[src/rtl/rtc_pin_pkg.sv]
// Package: shared types for the RTC multi-purpose pin driver.
// Assumes the block is clocked by the 32.768 kHz timebase.
package rtc_pin_pkg;

    // What the pin currently shows.
    typedef enum logic [1:0] {
        PIN_ALARM = 2'd0,
        PIN_CAL   = 2'd1,
        PIN_WAVE  = 2'd2
    } pin_mode_e;

    // Square-wave frequency codes.
    localparam logic [1:0] FQ_1HZ  = 2'b00;
    localparam logic [1:0] FQ_512  = 2'b01;
    localparam logic [1:0] FQ_4096 = 2'b10;
    localparam logic [1:0] FQ_FULL = 2'b11;

    // Index of each divider tap within the tap vector.
    localparam int TAP_IDX_MID  = 0;
    localparam int TAP_IDX_CAL  = 1;
    localparam int TAP_IDX_SLOW = 2;
    localparam int TAP_COUNT    = 3;

endpackage

[src/rtl/rtc_tap_divider.sv]
// Module: free-running divider on the timebase clock.
// It counts up by one every cycle, wraps at 2**DIV_W and exports only the
// count bits picked by the tap parameters. Each tap bit is a square wave of
// period 2**(pos+1) cycles. Assumes every tap position is below DIV_W.
module rtc_tap_divider
    import rtc_pin_pkg::*;
#(
    parameter int DIV_W    = 15,
    parameter int TAP_MID  = 2,
    parameter int TAP_CAL  = 5,
    parameter int TAP_SLOW = 14
) (
    input  logic                 clk,
    input  logic                 rst_n,
    output logic [TAP_COUNT-1:0] taps
);

    localparam int TOP_BIT = DIV_W - 1;
    localparam logic [DIV_W-1:0] ONE = {{(DIV_W-1){1'b0}}, 1'b1};

    logic [TOP_BIT:0] cnt_q;

    // Purpose: advance the count every cycle; only reset restarts it.
    always_ff @(posedge clk) begin
        if (!rst_n) begin
            cnt_q <= '0;
        end else begin
            cnt_q <= cnt_q + ONE;
        end
    end

    // Purpose: route the chosen count bits onto the tap vector.
    always_comb begin
        taps               = '0;
        taps[TAP_IDX_MID]  = cnt_q[TAP_MID];
        taps[TAP_IDX_CAL]  = cnt_q[TAP_CAL];
        taps[TAP_IDX_SLOW] = cnt_q[TAP_SLOW];
    end

endmodule

[src/rtl/rtc_pin_ctl.sv]
// Module: control register for the pin mode and frequency.
// It loads all bits together on a write strobe and decodes the mode once, at
// load time. The calibration bit outranks the alarm/square-wave select bit.
// Assumes the strobe is synchronous to clk.
module rtc_pin_ctl
    import rtc_pin_pkg::*;
(
    input  logic       clk,
    input  logic       rst_n,
    input  logic       wr,
    input  logic       alarm_sel,
    input  logic       cal,
    input  logic [1:0] freq,
    output pin_mode_e  mode_q,
    output logic [1:0] freq_q
);

    pin_mode_e mode_d;

    // Purpose: decode the incoming bits into a mode, calibration first.
    always_comb begin
        if (cal) begin
            mode_d = PIN_CAL;
        end else if (alarm_sel) begin
            mode_d = PIN_ALARM;
        end else begin
            mode_d = PIN_WAVE;
        end
    end

    // Purpose: hold the mode and frequency; load only on the strobe.
    always_ff @(posedge clk) begin
        if (!rst_n) begin
            mode_q <= PIN_ALARM;
            freq_q <= FQ_1HZ;
        end else if (wr) begin
            mode_q <= mode_d;
            freq_q <= freq;
        end
    end

endmodule

[src/rtl/rtc_alarm_flag.sv]
// Module: alarm pending flag.
// A match pulse sets the flag and it stays set until a clear strobe. If the
// set and the clear arrive in the same cycle, the set wins.
// Assumes both inputs are synchronous one-cycle strobes.
module rtc_alarm_flag (
    input  logic clk,
    input  logic rst_n,
    input  logic set_i,
    input  logic clr_i,
    output logic pend_q
);

    // Purpose: set/hold/clear the pending state, with set taking precedence.
    always_ff @(posedge clk) begin
        if (!rst_n) begin
            pend_q <= 1'b0;
        end else if (set_i) begin
            pend_q <= 1'b1;
        end else if (clr_i) begin
            pend_q <= 1'b0;
        end
    end

endmodule

[src/rtl/rtc_pin_select.sv]
// Module: output selector for the open-drain pin.
// It picks between the alarm flag, the calibration tap and the four
// square-wave sources. The full-rate source is the clock itself, gated by an
// enable that changes on the falling edge, so it is stable while clk is
// high. The output is a drive-low enable: 1 pulls the line low.
module rtc_pin_select
    import rtc_pin_pkg::*;
(
    input  logic                 clk,
    input  logic                 rst_n,
    input  pin_mode_e            mode,
    input  logic [1:0]           freq,
    input  logic                 pend,
    input  logic [TAP_COUNT-1:0] taps,
    output logic                 drive_low
);

    logic pass_en_q;
    logic full_sel;
    logic wave_level;

    assign full_sel = (mode == PIN_WAVE) && (freq == FQ_FULL);

    // Purpose: update the pass-through gate only while clk is low.
    always_ff @(negedge clk) begin
        if (!rst_n) begin
            pass_en_q <= 1'b0;
        end else begin
            pass_en_q <= full_sel;
        end
    end

    // Purpose: choose the line level from the square-wave frequency code.
    always_comb begin
        case (freq)
            FQ_1HZ:  wave_level = taps[TAP_IDX_SLOW];
            FQ_512:  wave_level = taps[TAP_IDX_CAL];
            FQ_4096: wave_level = taps[TAP_IDX_MID];
            default: wave_level = clk & pass_en_q;
        endcase
    end

    // Purpose: map the active source onto the open-drain enable.
    always_comb begin
        case (mode)
            PIN_ALARM: drive_low = pend;
            PIN_CAL:   drive_low = ~taps[TAP_IDX_CAL];
            default:   drive_low = ~wave_level;
        endcase
    end

endmodule

[src/rtl/rtc_multipin_out.sv]
// Module: top of the RTC multi-purpose open-drain pin driver.
// It ties together the divider, the control register, the alarm flag and the
// output selector. Clocked by the 32.768 kHz timebase; synchronous
// active-low reset.
module rtc_multipin_out
    import rtc_pin_pkg::*;
#(
    parameter int DIV_W    = 15,
    parameter int TAP_MID  = 2,
    parameter int TAP_CAL  = 5,
    parameter int TAP_SLOW = 14
) (
    input  logic       clk,
    input  logic       rst_n,
    input  logic       ctl_wr,
    input  logic       ctl_alarm_sel,
    input  logic       ctl_cal,
    input  logic [1:0] ctl_freq,
    input  logic       alarm_match,
    input  logic       alarm_clr,
    output logic       pin_drive_low
);

    logic [TAP_COUNT-1:0] div_taps;
    pin_mode_e            mode_q;
    logic [1:0]           freq_q;
    logic                 alarm_pend;

    rtc_tap_divider #(
        .DIV_W   (DIV_W),
        .TAP_MID (TAP_MID),
        .TAP_CAL (TAP_CAL),
        .TAP_SLOW(TAP_SLOW)
    ) div_i (
        .clk  (clk),
        .rst_n(rst_n),
        .taps (div_taps)
    );

    rtc_pin_ctl ctl_i (
        .clk      (clk),
        .rst_n    (rst_n),
        .wr       (ctl_wr),
        .alarm_sel(ctl_alarm_sel),
        .cal      (ctl_cal),
        .freq     (ctl_freq),
        .mode_q   (mode_q),
        .freq_q   (freq_q)
    );

    rtc_alarm_flag flag_i (
        .clk   (clk),
        .rst_n (rst_n),
        .set_i (alarm_match),
        .clr_i (alarm_clr),
        .pend_q(alarm_pend)
    );

    rtc_pin_select sel_i (
        .clk      (clk),
        .rst_n    (rst_n),
        .mode     (mode_q),
        .freq     (freq_q),
        .pend     (alarm_pend),
        .taps     (div_taps),
        .drive_low(pin_drive_low)
    );

endmodule

[config.mk]
export PLATFORM = sky130hd
export DESIGN_NAME = rtc_multipin_out
export DESIGN_NICKNAME = d
export VERILOG_FILES = /design/src/rtl/rtc_pin_pkg.sv /design/src/rtl/rtc_tap_divider.sv /design/src/rtl/rtc_pin_ctl.sv /design/src/rtl/rtc_alarm_flag.sv /design/src/rtl/rtc_pin_select.sv /design/src/rtl/rtc_multipin_out.sv
export SDC_FILE = /design/constraint.sdc
export NUM_CORES = 1
export LEC_CHECK = 0
export BUFFER_PORTS_ARGS = -buffer_cell sky130_fd_sc_hd__buf_2
export CAP_MARGIN = 20
export CELL_PAD_IN_SITES_DETAIL_PLACEMENT = 1
export CELL_PAD_IN_SITES_GLOBAL_PLACEMENT = 2
export CORE_MARGIN = 2
export CORE_UTILIZATION = 37
export CTS_CLUSTER_SIZE = 25
export DETAILED_ROUTE_END_ITERATION = 16
export MAX_ROUTING_LAYER = met4
export PLACE_DENSITY_LB_ADDON = 0.3
export SLEW_MARGIN = 20
export SYNTH_ARGS = -nofsm -noshare
export SYNTH_HDL_FRONTEND = slang
export SYNTH_SLANG_ARGS = --single-unit
[constraint.sdc]
create_clock -name clk -period 2.3 [get_ports clk]
set_clock_uncertainty 0.05 [all_clocks]
set_input_delay 0.46 -clock clk [delete_from_list [all_inputs] [get_ports clk]]
set_output_delay 0.46 -clock clk [all_outputs]
set_load 0.01 [all_outputs]
==> metrics, run 1 <==
outcome finished, violations left; violated checks negative setup slack; CP max-delay cell mux4_2; Placer Congestion 0.6530; Residual DRC 0; Slew HR 0.7918; Synth Warn # 0; IO Pins 10; die area 0.002900 mm2; Placed Area 991.0 um2; Synth Area in XOR/XNOR 0.02857; first-pass GRT wire length 3208 um; cell internal pwr 0.5183 mW; VDD IR max 0.3635 mV; largest net degree at the start of global routing 18; share of power burned in the clock network 0.399; I/O Buffers 9; Worst-Margin Slew 0.3094 ns; post-route cell area 0.001044 mm2; leading area contributor after synthesis dfxtp_1; vias in the first global route 752; syn_area_per_cell 9.289 um2; cell count after synthesis 99; crit-path leading delay family multiplexers; Fin. Hold Viols 0; Adder-Cell Fraction of Synth Area 0.01361; drt total wl 1838 um; via count 754; critical-path cell list and2_4 -> mux4_2 -> mux2i_2 -> buf_2; top cells by area, synth dfxtp_1 (46%), mux2i_1 (7.6%), a21oi_1 (4.9%); Total Nets Final 124; router iterations before antenna repair 3; initial antenna violation count 0; CP peak stage delay 0.47 ns; layout cells sized above 1 0.2124; maxcap violations 0; synth unique cells 28; fill count 288; crit path kind register to primary output; Hold WC Path Type input port to register; synthesized area 919.6 um2; core footprint 0.002410 mm2; largest family of logic cells by synthesized area simple AND/OR/NAND/NOR gates; non-filler cells, final 143; sw frac 0.2498; initial drt markers 1; num rows 18; Place WS -0.4818 ns; Startpoint Class register; RSZ-0062 raised after global routing true; Skew-Pair Late Insertion Delay 0.42 ns; Buffers & Inverters on Critical Path 1; CTS tree built; Synth Register Bits 21; Synth Area in Simple Gates 0.2422; critical-path maximum fanout 1; final max-slew violation count 0; Final setup violation count 2; Sequential Power Share 0.554; Synth Area in Compound Gates 0.1088; mux cell area share after synthesis 0.1048; die width 53.86 um; WP data required 1.79 ns; Min Hold Slack 0.1975 ns; NetSw 0.1726 mW; setup bufs post-CTS 0; final setup TNS -1.032 ns; Setup WS post-layout -1.032 ns; placed cell count 136; DRT antenna net count 0; crit end category primary output; Initial Utilization 0.3816; DR vias/cell 5.273; routed len/inst 12.85 um; P&R area growth vs syn 13.47%; Worst-path clk slew 0.11 ns; power per cell area 662.1 mW/mm2; arrival time worst endpoint 2.82 ns; proportion of netlist area held by the largest area contributor 0.4571; leakage power 0.3859 nW; Congestion Overflow GR 0; Total GRT Usage 0.1693; post-detail-place hpwl 1266 um; n_diodes 0; Syn Nets 109; Die H 53.86 um; register area share after synthesis 0.4571; Comb pwr share 0.047
[final cells by class]
type	instances	area, um2	share of cell area
inverters	5	18.77	0.01799
flip-flops and latches	21	420.4	0.4029
clock inverters	2	8.758	0.008393
repair buffers	9	47.55	0.04556
clock buffers	7	50.05	0.04796
multi-input cells	69	460.4	0.4412
well taps	30	37.54	0.03597
[final timing paths]
check | start | cells past startpoint | end | slack (ns)
min reg2reg | div_i.cnt_q[0]$_SDFF_PN0_ | 1 | div_i.cnt_q[0]$_SDFF_PN0_ | 0.42
min | alarm_match | 3 | flag_i.pend_q$_SDFFE_PN0P_ | 0.20
max reg2reg | ctl_i.mode_q[0]$_SDFFE_PN0P_ | 2 | sel_i.pass_en_q$_SDFF_NN0_ | 0.50
max | sel_i.pass_en_q$_SDFF_NN0_ | 4 | pin_drive_low | -1.03
[metal layers]
metal	global-route usage	share of wire
met2	0.2480	0.48
met1	0.1847	0.46
met5	-	0
met3	0.05000	0.029
met4	0.1496	0.023
[cells in the mapped netlist]
| master | number |
|---|---|
| buf_1 | 1 |
| or3_2 | 1 |
| nand4_2 | 2 |
| buf_6 | 1 |
| nand3_2 | 1 |
| clkbuf_1 | 1 |
| o31ai_1 | 4 |
| mux2i_1 | 7 |
| dfxtp_1 | 21 |
| and2_0 | 1 |
| nand4_1 | 1 |
| clkinv_1 | 1 |
| o21ai_0 | 5 |
| nor2_1 | 11 |
| or4_1 | 4 |
| nand2b_1 | 2 |
| or3_1 | 3 |
| nand3_1 | 3 |
| ha_1 | 1 |
| nand2_1 | 6 |
| inv_1 | 5 |
| nand4b_1 | 1 |
| xnor2_1 | 2 |
| a21oi_1 | 9 |
| nor4_1 | 2 |
| mux4_1 | 1 |
| xor2_1 | 1 |
| and2_1 | 1 |
[per-stage QoR]
step | util | power [mW]
floorplan | - | 0.4190
global placement | 0.4112 | 0.4339
detailed placement | 0.4112 | 0.4355
CTS | 0.4330 | 0.7111
global route | 0.4330 | 0.7330
finish | 0.4330 | 0.6909
[logic make-up (layout without fill, tap and decap cells)]
kind of cell	Yosys count	in the layout
AND/OR/NAND/NOR	39	39
flip-flops	21	21
AO/OA/AOI/OAI	18	18
buffers and inverters	9	23
multiplexers	8	8
XOR/XNOR	3	3
adder cells (fa/ha/maj)	1	1
[layout by cell type, fill, tap and decap left out]
cell,count
or3_1,3
clkinv_1,1
dfxtp_1,21
nor2_1,11
nand4_2,2
and2_4,1
mux2i_2,1
xnor2_1,2
o31ai_1,4
o21ai_0,5
clkinv_2,1
nand2b_1,2
buf_4,1
nor4_1,2
clkbuf_4,6
nand4b_1,1
nand3_2,1
mux4_2,1
nand2_1,6
buf_2,9
xor2_1,1
ha_1,1
or3_2,1
mux2i_1,6
inv_1,5
a21oi_1,9
and2_1,1
or4_1,4
nand4_1,1
nand3_1,3
[registers in the layout, summed over array words and instances (netlist names)]
signal and count:
div_i.cnt_q 15, ctl_i.freq_q 2, ctl_i.mode_q 2, flag_i.pend_q 1, sel_i.pass_en_q 1
[worst min-delay path, stage by stage]
cell and delay, ns:
buf_2 0.07, a21oi_1 0.03, nor2_1 0.07
[power by group through the flow]
stage	Combinational [mW]	Clock [mW]	Sequential (mW)
finish	0.0326	0.275	0.383
global route	0.0380	0.311	0.384
CTS	0.0337	0.294	0.383
detailed placement	0.0332	0.0113	0.391
global placement	0.0320	0.0113	0.391
floorplan	0.0205	0.00972	0.389
[what timing repair did]
| action | 4_1_cts | 5_1_grt |
|---|---|---|
| pin swaps | 0 | 0 |
| hold buffers | 0 | 0 |
| endpoints found under the setup margin | 2 | 2 |
| gates cloned | 0 | 0 |
| resized for setup | 2 | 0 |
Note: power is estimated with default switching activity, not from simulation.
==> run 2, diff against run 1 <==
==> constraint.sdc (replaced) <==
create_clock -name clk -period 2.3 [get_ports clk]
set_clock_uncertainty 0.05 [all_clocks]
set_input_delay 0.23 -clock clk [delete_from_list [all_inputs] [get_ports clk]]
set_output_delay 0.23 -clock clk [all_outputs]
set_load 0.01 [all_outputs]
==> metrics, run 2 (synthesis gave the netlist of run 1 again) <==
sw frac 0.2413 (-0.008528); final max-slew violation count 0 (unchanged); WP data required 2.02 ns (+0.23 ns); Startpoint Class register; drt total wl 1851 um (+0.71%); vias in the first global route 747 (-0.66%); num rows 18 (unchanged); violated checks negative setup slack; RSZ-0062 raised after global routing true; core footprint 0.002410 mm2 (unchanged); Hold WC Path Type input port to register; commonest non-fill, non-tap cell in the layout dfxtp_1; die area 0.002900 mm2 (unchanged); crit end category primary output; NetSw 0.1665 mW (-3.5%); router iterations before antenna repair 4 (+1); Worst-path clk slew 0.12 ns (about the same); CTS tree built; cell internal pwr 0.5236 mW (+1.0%); leakage power 0.3957 nW (+2.5%); Residual DRC 0 (unchanged); power per cell area 643.5 mW/mm2 (-2.8%); Comb pwr share 0.053 (+0.006); DRT antenna net count 0 (unchanged); layout cells sized above 1 0.1983 (-0.01411); n_diodes 0 (unchanged); P&R area growth vs syn 16.60%; maxcap violations 0 (unchanged); most frequent cells in the layout dfxtp_1 (21), nor2_1 (11), a21oi_1 (9), buf_2 (9); Total GRT Usage 0.1567 (-0.01261); placed cell count 136 (unchanged); Skew-Pair Late Insertion Delay 0.41 ns (about the same); Congestion Overflow GR 0 (unchanged); largest net degree at the start of global routing 18 (unchanged); Min Hold Slack 0.01432 ns (-0.1832 ns); total power 0.6901 mW (-0.12%); I/O Buffers 9 (unchanged); initial antenna violation count 0 (unchanged); Top reg by flops div_i.cnt_q; Final setup violation count 2 (unchanged); crit path kind register to primary output; Setup WS post-layout -0.8038 ns (+0.2285 ns); Die H 53.86 um (unchanged); Fin. Hold Viols 0 (unchanged); setup bufs post-CTS 0 (unchanged); fill count 287 (-0.35%); first-pass GRT wire length 3091 um (-3.6%); critical-path maximum fanout 1 (unchanged); routed len/inst 12.68 um (-1.4%); non-filler cells, final 146 (+2.1%); DR vias/cell 5.288 (+0.28%); max reg flops 15 (unchanged); Placer Congestion 0.6767 (+3.6%); share of power burned in the clock network 0.392 (-0.007); outcome finished, violations left; initial drt markers 3 (+2); via count 772 (+2.4%); Worst-Margin Slew 0.3219 ns (+0.01249 ns); Initial Utilization 0.3816 (unchanged); VDD IR max 0.4393 mV (+21%); arrival time worst endpoint 2.82 ns (about the same); Total Nets Final 127 (+2.4%); IO Pins 10 (unchanged); Top Registers div_i.cnt_q: 15 flops, ctl_i.freq_q: 2 flops, ctl_i.mode_q: 2 flops; die width 53.86 um (unchanged); post-detail-place hpwl 1278 um (+0.92%); Sequential Power Share 0.555 (about the same); Slew HR 0.7834 (-0.008405)
==> run 2: cell count changes in the layout (fill, tap and decap cells not counted) <==
cell / previous run / this run
clkbuf_1: 0 / 1
clkinv_2: 1 / 0
dlygate4sd3_1: 0 / 3
==> run 2: area by class of cell <==
type	instances	area, um2	share of cell area
timing repair buffer	12	77.57	0.07235
tap	30	37.54	0.03501
multi-input combinational	69	460.4	0.4294
inverter	5	18.77	0.01750
clock buffer	8	53.80	0.05017
sequential	21	420.4	0.3921
clock inverter	1	3.754	0.003501
==> run 2: timing repair <==
| item | CTS | global route |
|---|---|---|
| setup endpoints to repair | 2 | 2 |
| gates resized for setup | 2 | 0 |
| hold endpoints to repair | 3 | 0 |
| cloned | 0 | 0 |
| hold buffers | 3 | 0 |
==> run 2: per-layer routing <==
metal | track usage | up-vias | part of all wire
li1 | - | 388 | -
met1 | 0.1672 | 372 | 0.47
met2 | 0.2480 | 10 | 0.50
met3 | 0.05000 | 2 | 0.029
met4 | 0.1026 | 0 | 0.0081
met5 | - | - | 0
==> run 2: worst paths after layout <==
kind	start	end	slack, ns	depth (start not counted)
max	sel_i.pass_en_q$_SDFF_NN0_	pin_drive_low	-0.80	4
min reg2reg	div_i.cnt_q[0]$_SDFF_PN0_	div_i.cnt_q[0]$_SDFF_PN0_	0.42	1
max reg2reg	ctl_i.mode_q[1]$_SDFFE_PN0P_	sel_i.pass_en_q$_SDFF_NN0_	0.50	2
min	ctl_cal	ctl_i.mode_q[0]$_SDFFE_PN0P_	0.01	3
==> run 2: per-stage QoR <==
| stage | setup slack, ns | cell area [um2] | util | TNS, ns |
|---|---|---|---|---|
| after detailed placement | -0.2517 | 991.0 | 0.4112 | -0.2517 |
| after CTS | -0.8329 | 1072 | 0.4450 | -0.8329 |
| after global placement | -0.2508 | 991.0 | 0.4112 | -0.2508 |
| after global routing | -0.8701 | 1072 | 0.4450 | -0.8701 |
| final | -0.8038 | 1072 | 0.4450 | -0.8038 |
| after floorplan | -0.1836 | 919.6 | - | -0.1836 |
==> run 2: power groups by stage <==
stage	Clock [mW]	Combinational [mW]	Sequential [mW]
6_report	0.271	0.0367	0.383
5_1_grt	0.308	0.0418	0.385
4_1_cts	0.287	0.0369	0.383
3_5_place_dp	0.0113	0.0330	0.391
3_3_place_gp	0.0113	0.0319	0.391
2_1_floorplan	0.00972	0.0205	0.389
==> run 2: worst max-delay path, cell delays in order, from the launching register on <==
cell and delay, ns:
dfxtp_1 0.30, and2_4 0.13, mux4_2 0.46, mux2i_2 0.15, buf_2 0.15
==> run 3, diff against run 2 <==
--- a/config.mk
+++ b/config.mk
@@ -5,12 +5,13 @@
 export SDC_FILE = /design/constraint.sdc
 export NUM_CORES = 1
 export LEC_CHECK = 0
+export ABC_AREA = 1
 export BUFFER_PORTS_ARGS = -buffer_cell sky130_fd_sc_hd__buf_2
 export CAP_MARGIN = 20
 export CELL_PAD_IN_SITES_DETAIL_PLACEMENT = 1
 export CELL_PAD_IN_SITES_GLOBAL_PLACEMENT = 2
 export CORE_MARGIN = 2
-export CORE_UTILIZATION = 37
+export CORE_UTILIZATION = 33
 export CTS_CLUSTER_SIZE = 25
 export DETAILED_ROUTE_END_ITERATION = 16
 export MAX_ROUTING_LAYER = met4
==> metrics, run 3 <==
outcome finished, violations left; violated checks negative setup slack; DRT antenna net count 0 (unchanged); syn_area_per_cell 6.682 um2 (-28%); power per cell area 611.1 mW/mm2 (-5.0%); commonest non-fill, non-tap cell in the layout nand2_1; routed len/inst 11.82 um (-6.8%); proportion of netlist area held by the largest area contributor 0.4369 (-0.02021); VDD IR max 0.3124 mV (-29%); WHS Path Cells 4 (+1); CP max-delay cell dfxtp_2; Worst R2R Setup Slack 0.43 ns (-0.07 ns); Fin. Hold Viols 0 (unchanged); multi-input logic area 470.5 um2 (+2.2%); max reg flops 15 (unchanged); Final Core Density 0.4197 (-0.02527); Synth Register Bits 21 (unchanged); fill count 371 (+29%); Post-synth EDFFs 0 (unchanged); Most used DFF post-synth dfxtp_1; CP most frequent cell nand4_1; router iterations before antenna repair 4 (unchanged); leading area contributor after synthesis dfxtp_1; Buffers & Inverters on Critical Path 1 (unchanged); post-detail-place hpwl 1641 um (+28%); count leader, synth nand2_1; crit end category primary output; Reg-to-Reg Start ctl_i.freq_q[1]$_SDFFE_PN0P_; P&R area growth vs syn 20.29%; crit-path leading delay family flip-flops; R2R depth 2 (unchanged); Top reg by flops div_i.cnt_q; top cells by area, synth dfxtp_1 (44%), nand2_1 (15%), nor2_1 (12%); layout cells sized above 1 0.1265 (-0.07177); Congestion Overflow GR 0 (unchanged); setup bufs post-CTS 0 (unchanged); crit path kind register to primary output; Hold Path End flag_i.pend_q$_SDFFE_PN0P_; Skew-Pair Late Insertion Delay 0.43 ns (+0.02 ns); Total GRT Usage 0.1739 (+0.01721); Placer Congestion 0.8250 (+22%); via count 952 (+23%); Worst R2R End sel_i.pass_en_q$_SDFF_NN0_; largest net degree at the start of global routing 15 (-3); Hold WC Path Type input port to register; drt total wl 2328 um (+26%); synth unique cells 16 (-43%); arrival time worst endpoint 2.30 ns (-0.52 ns); die width 58.00 um (+7.7%); Total Nets Final 177 (+39%); core footprint 0.002758 mm2 (+14%); Syn Nets 154 (+41%); CP peak stage delay 0.30 ns (-0.16 ns); Final setup violation count 2 (unchanged); Initial Utilization 0.3489 (-0.03271); final max-slew violation count 0 (unchanged); Hold Path Origin alarm_clr; most frequent cells in the layout nand2_1 (39), nor2_1 (31), dfxtp_1 (20), inv_1 (17); first-pass GRT wire length 4146 um (+34%); sequential cell area 421.7 um2 (+0.30%); n_diodes 0 (unchanged); Setup WS post-layout -0.2803 ns (+0.5236 ns); synth cell count leaders nand2_1 (39), nor2_1 (31), dfxtp_1 (21); register area share after synthesis 0.4369 (-0.02021); RSZ-0062 raised after global routing true; num rows 19 (+1); WP data required 2.02 ns (about the same); I/O Buffers 9 (unchanged); DR vias/cell 4.832 (-8.6%); final setup TNS -0.2803 ns (+0.5236 ns); fraction of registers with async set/reset 0 (unchanged); initial drt markers 34 (+31); Top Registers div_i.cnt_q: 15 flops, ctl_i.freq_q: 2 flops, ctl_i.mode_q: 2 flops; maxcap violations 0 (unchanged); IO Pins 10 (unchanged); Die H 58.00 um (+7.7%); Synth Warn # 0 (unchanged); Worst-path clk slew 0.14 ns (+0.02 ns); initial antenna violation count 0 (unchanged); Startpoint Class register; critical-path maximum fanout 1 (unchanged); vias in the first global route 1000 (+34%); die area 0.003363 mm2 (+16%); Residual DRC 0 (unchanged); cell count after synthesis 144 (+45%); Slew HR 0.8030 (+0.01951); leakage power 0.4761 nW (+20%); Min Hold Slack 0.03626 ns (+0.02194 ns); critical-path cell list nand4_1 -> nand4_1 -> o21ai_1 -> buf_2; synthesized area 962.2 um2 (+4.6%); Place WS 0.2237 ns (+0.4754 ns); CTS tree built; Worst-Margin Slew 0.2945 ns (-0.02739 ns)
run 3: worst max path at each step:
stage	end	slack, ns	depth (start not counted)	start
after floorplan	pin_drive_low	0.29	3	sel_i.pass_en_q$_SDFF_NN0_
after global placement	pin_drive_low	0.23	4	sel_i.pass_en_q$_SDFF_NN0_
after detailed placement	pin_drive_low	0.22	4	sel_i.pass_en_q$_SDFF_NN0_
after CTS	pin_drive_low	-0.30	4	sel_i.pass_en_q$_SDFF_NN0_
after global routing	pin_drive_low	-0.38	4	sel_i.pass_en_q$_SDFF_NN0_
final	pin_drive_low	-0.28	4	sel_i.pass_en_q$_SDFF_NN0_
run 3: timing repair:
item / CTS / global route
hold endpoints to repair: 5 / 0
gates resized for setup: 1 / 1
setup endpoints to repair: 2 / 2
hold buffers: 6 / 0
gates cloned: 0 / 0
pin swaps: 1 / 1
run 3: layout make-up:
class                   instances  area share
clock inverters                 2    0.007568
inverters                      16     0.05189
clock buffers                   7     0.04324
well taps                      31     0.03351
multi-input cells             105      0.4065
flip-flops and latches         21      0.3643
repair buffers                 15     0.09297
run 3: power by group:
group          internal (mW)  switching (mW)  leakage [nW]  total [mW]
clock                  0.127           0.152        0.0435       0.279
combinational         0.0219          0.0225         0.261      0.0445
sequential             0.374          0.0105         0.171       0.384
total                  0.523           0.185         0.476       0.707
run 3: tightest hold or removal path, cell delays in order:
cell     delay (ns)
buf_2          0.09
inv_1          0.04
a21oi_1        0.05
nor2_1         0.07
run 3: logic make-up after synthesis:
family          Yosys count  share of synthesized area
fa+ha+maj                 1                    0.01300
simple gates             89                     0.3914
xor+xnor                  1                   0.009104
compound gates           14                    0.07542
buf+inv                  18                    0.07412
flops                    21                     0.4369
run 3: routing by layer:
| layer | global-route usage | part of all wire |
|---|---|---|
| met5 | - | 0 |
| met3 | 0.05357 | 0.021 |
| met1 | 0.1994 | 0.50 |
| met2 | 0.2662 | 0.46 |
| met4 | 0.1030 | 0.023 |
run 3: metrics by stage:
step | power, mW | cells | cell area (um2)
4_1_cts | 0.7231 | 197 | 1156
3_5_place_dp | 0.4389 | 184 | 1046
2_1_floorplan | 0.4197 | 144 | 962.2
3_3_place_gp | 0.4366 | 184 | 1046
6_report | 0.7073 | 197 | 1157
5_1_grt | 0.7514 | 197 | 1157
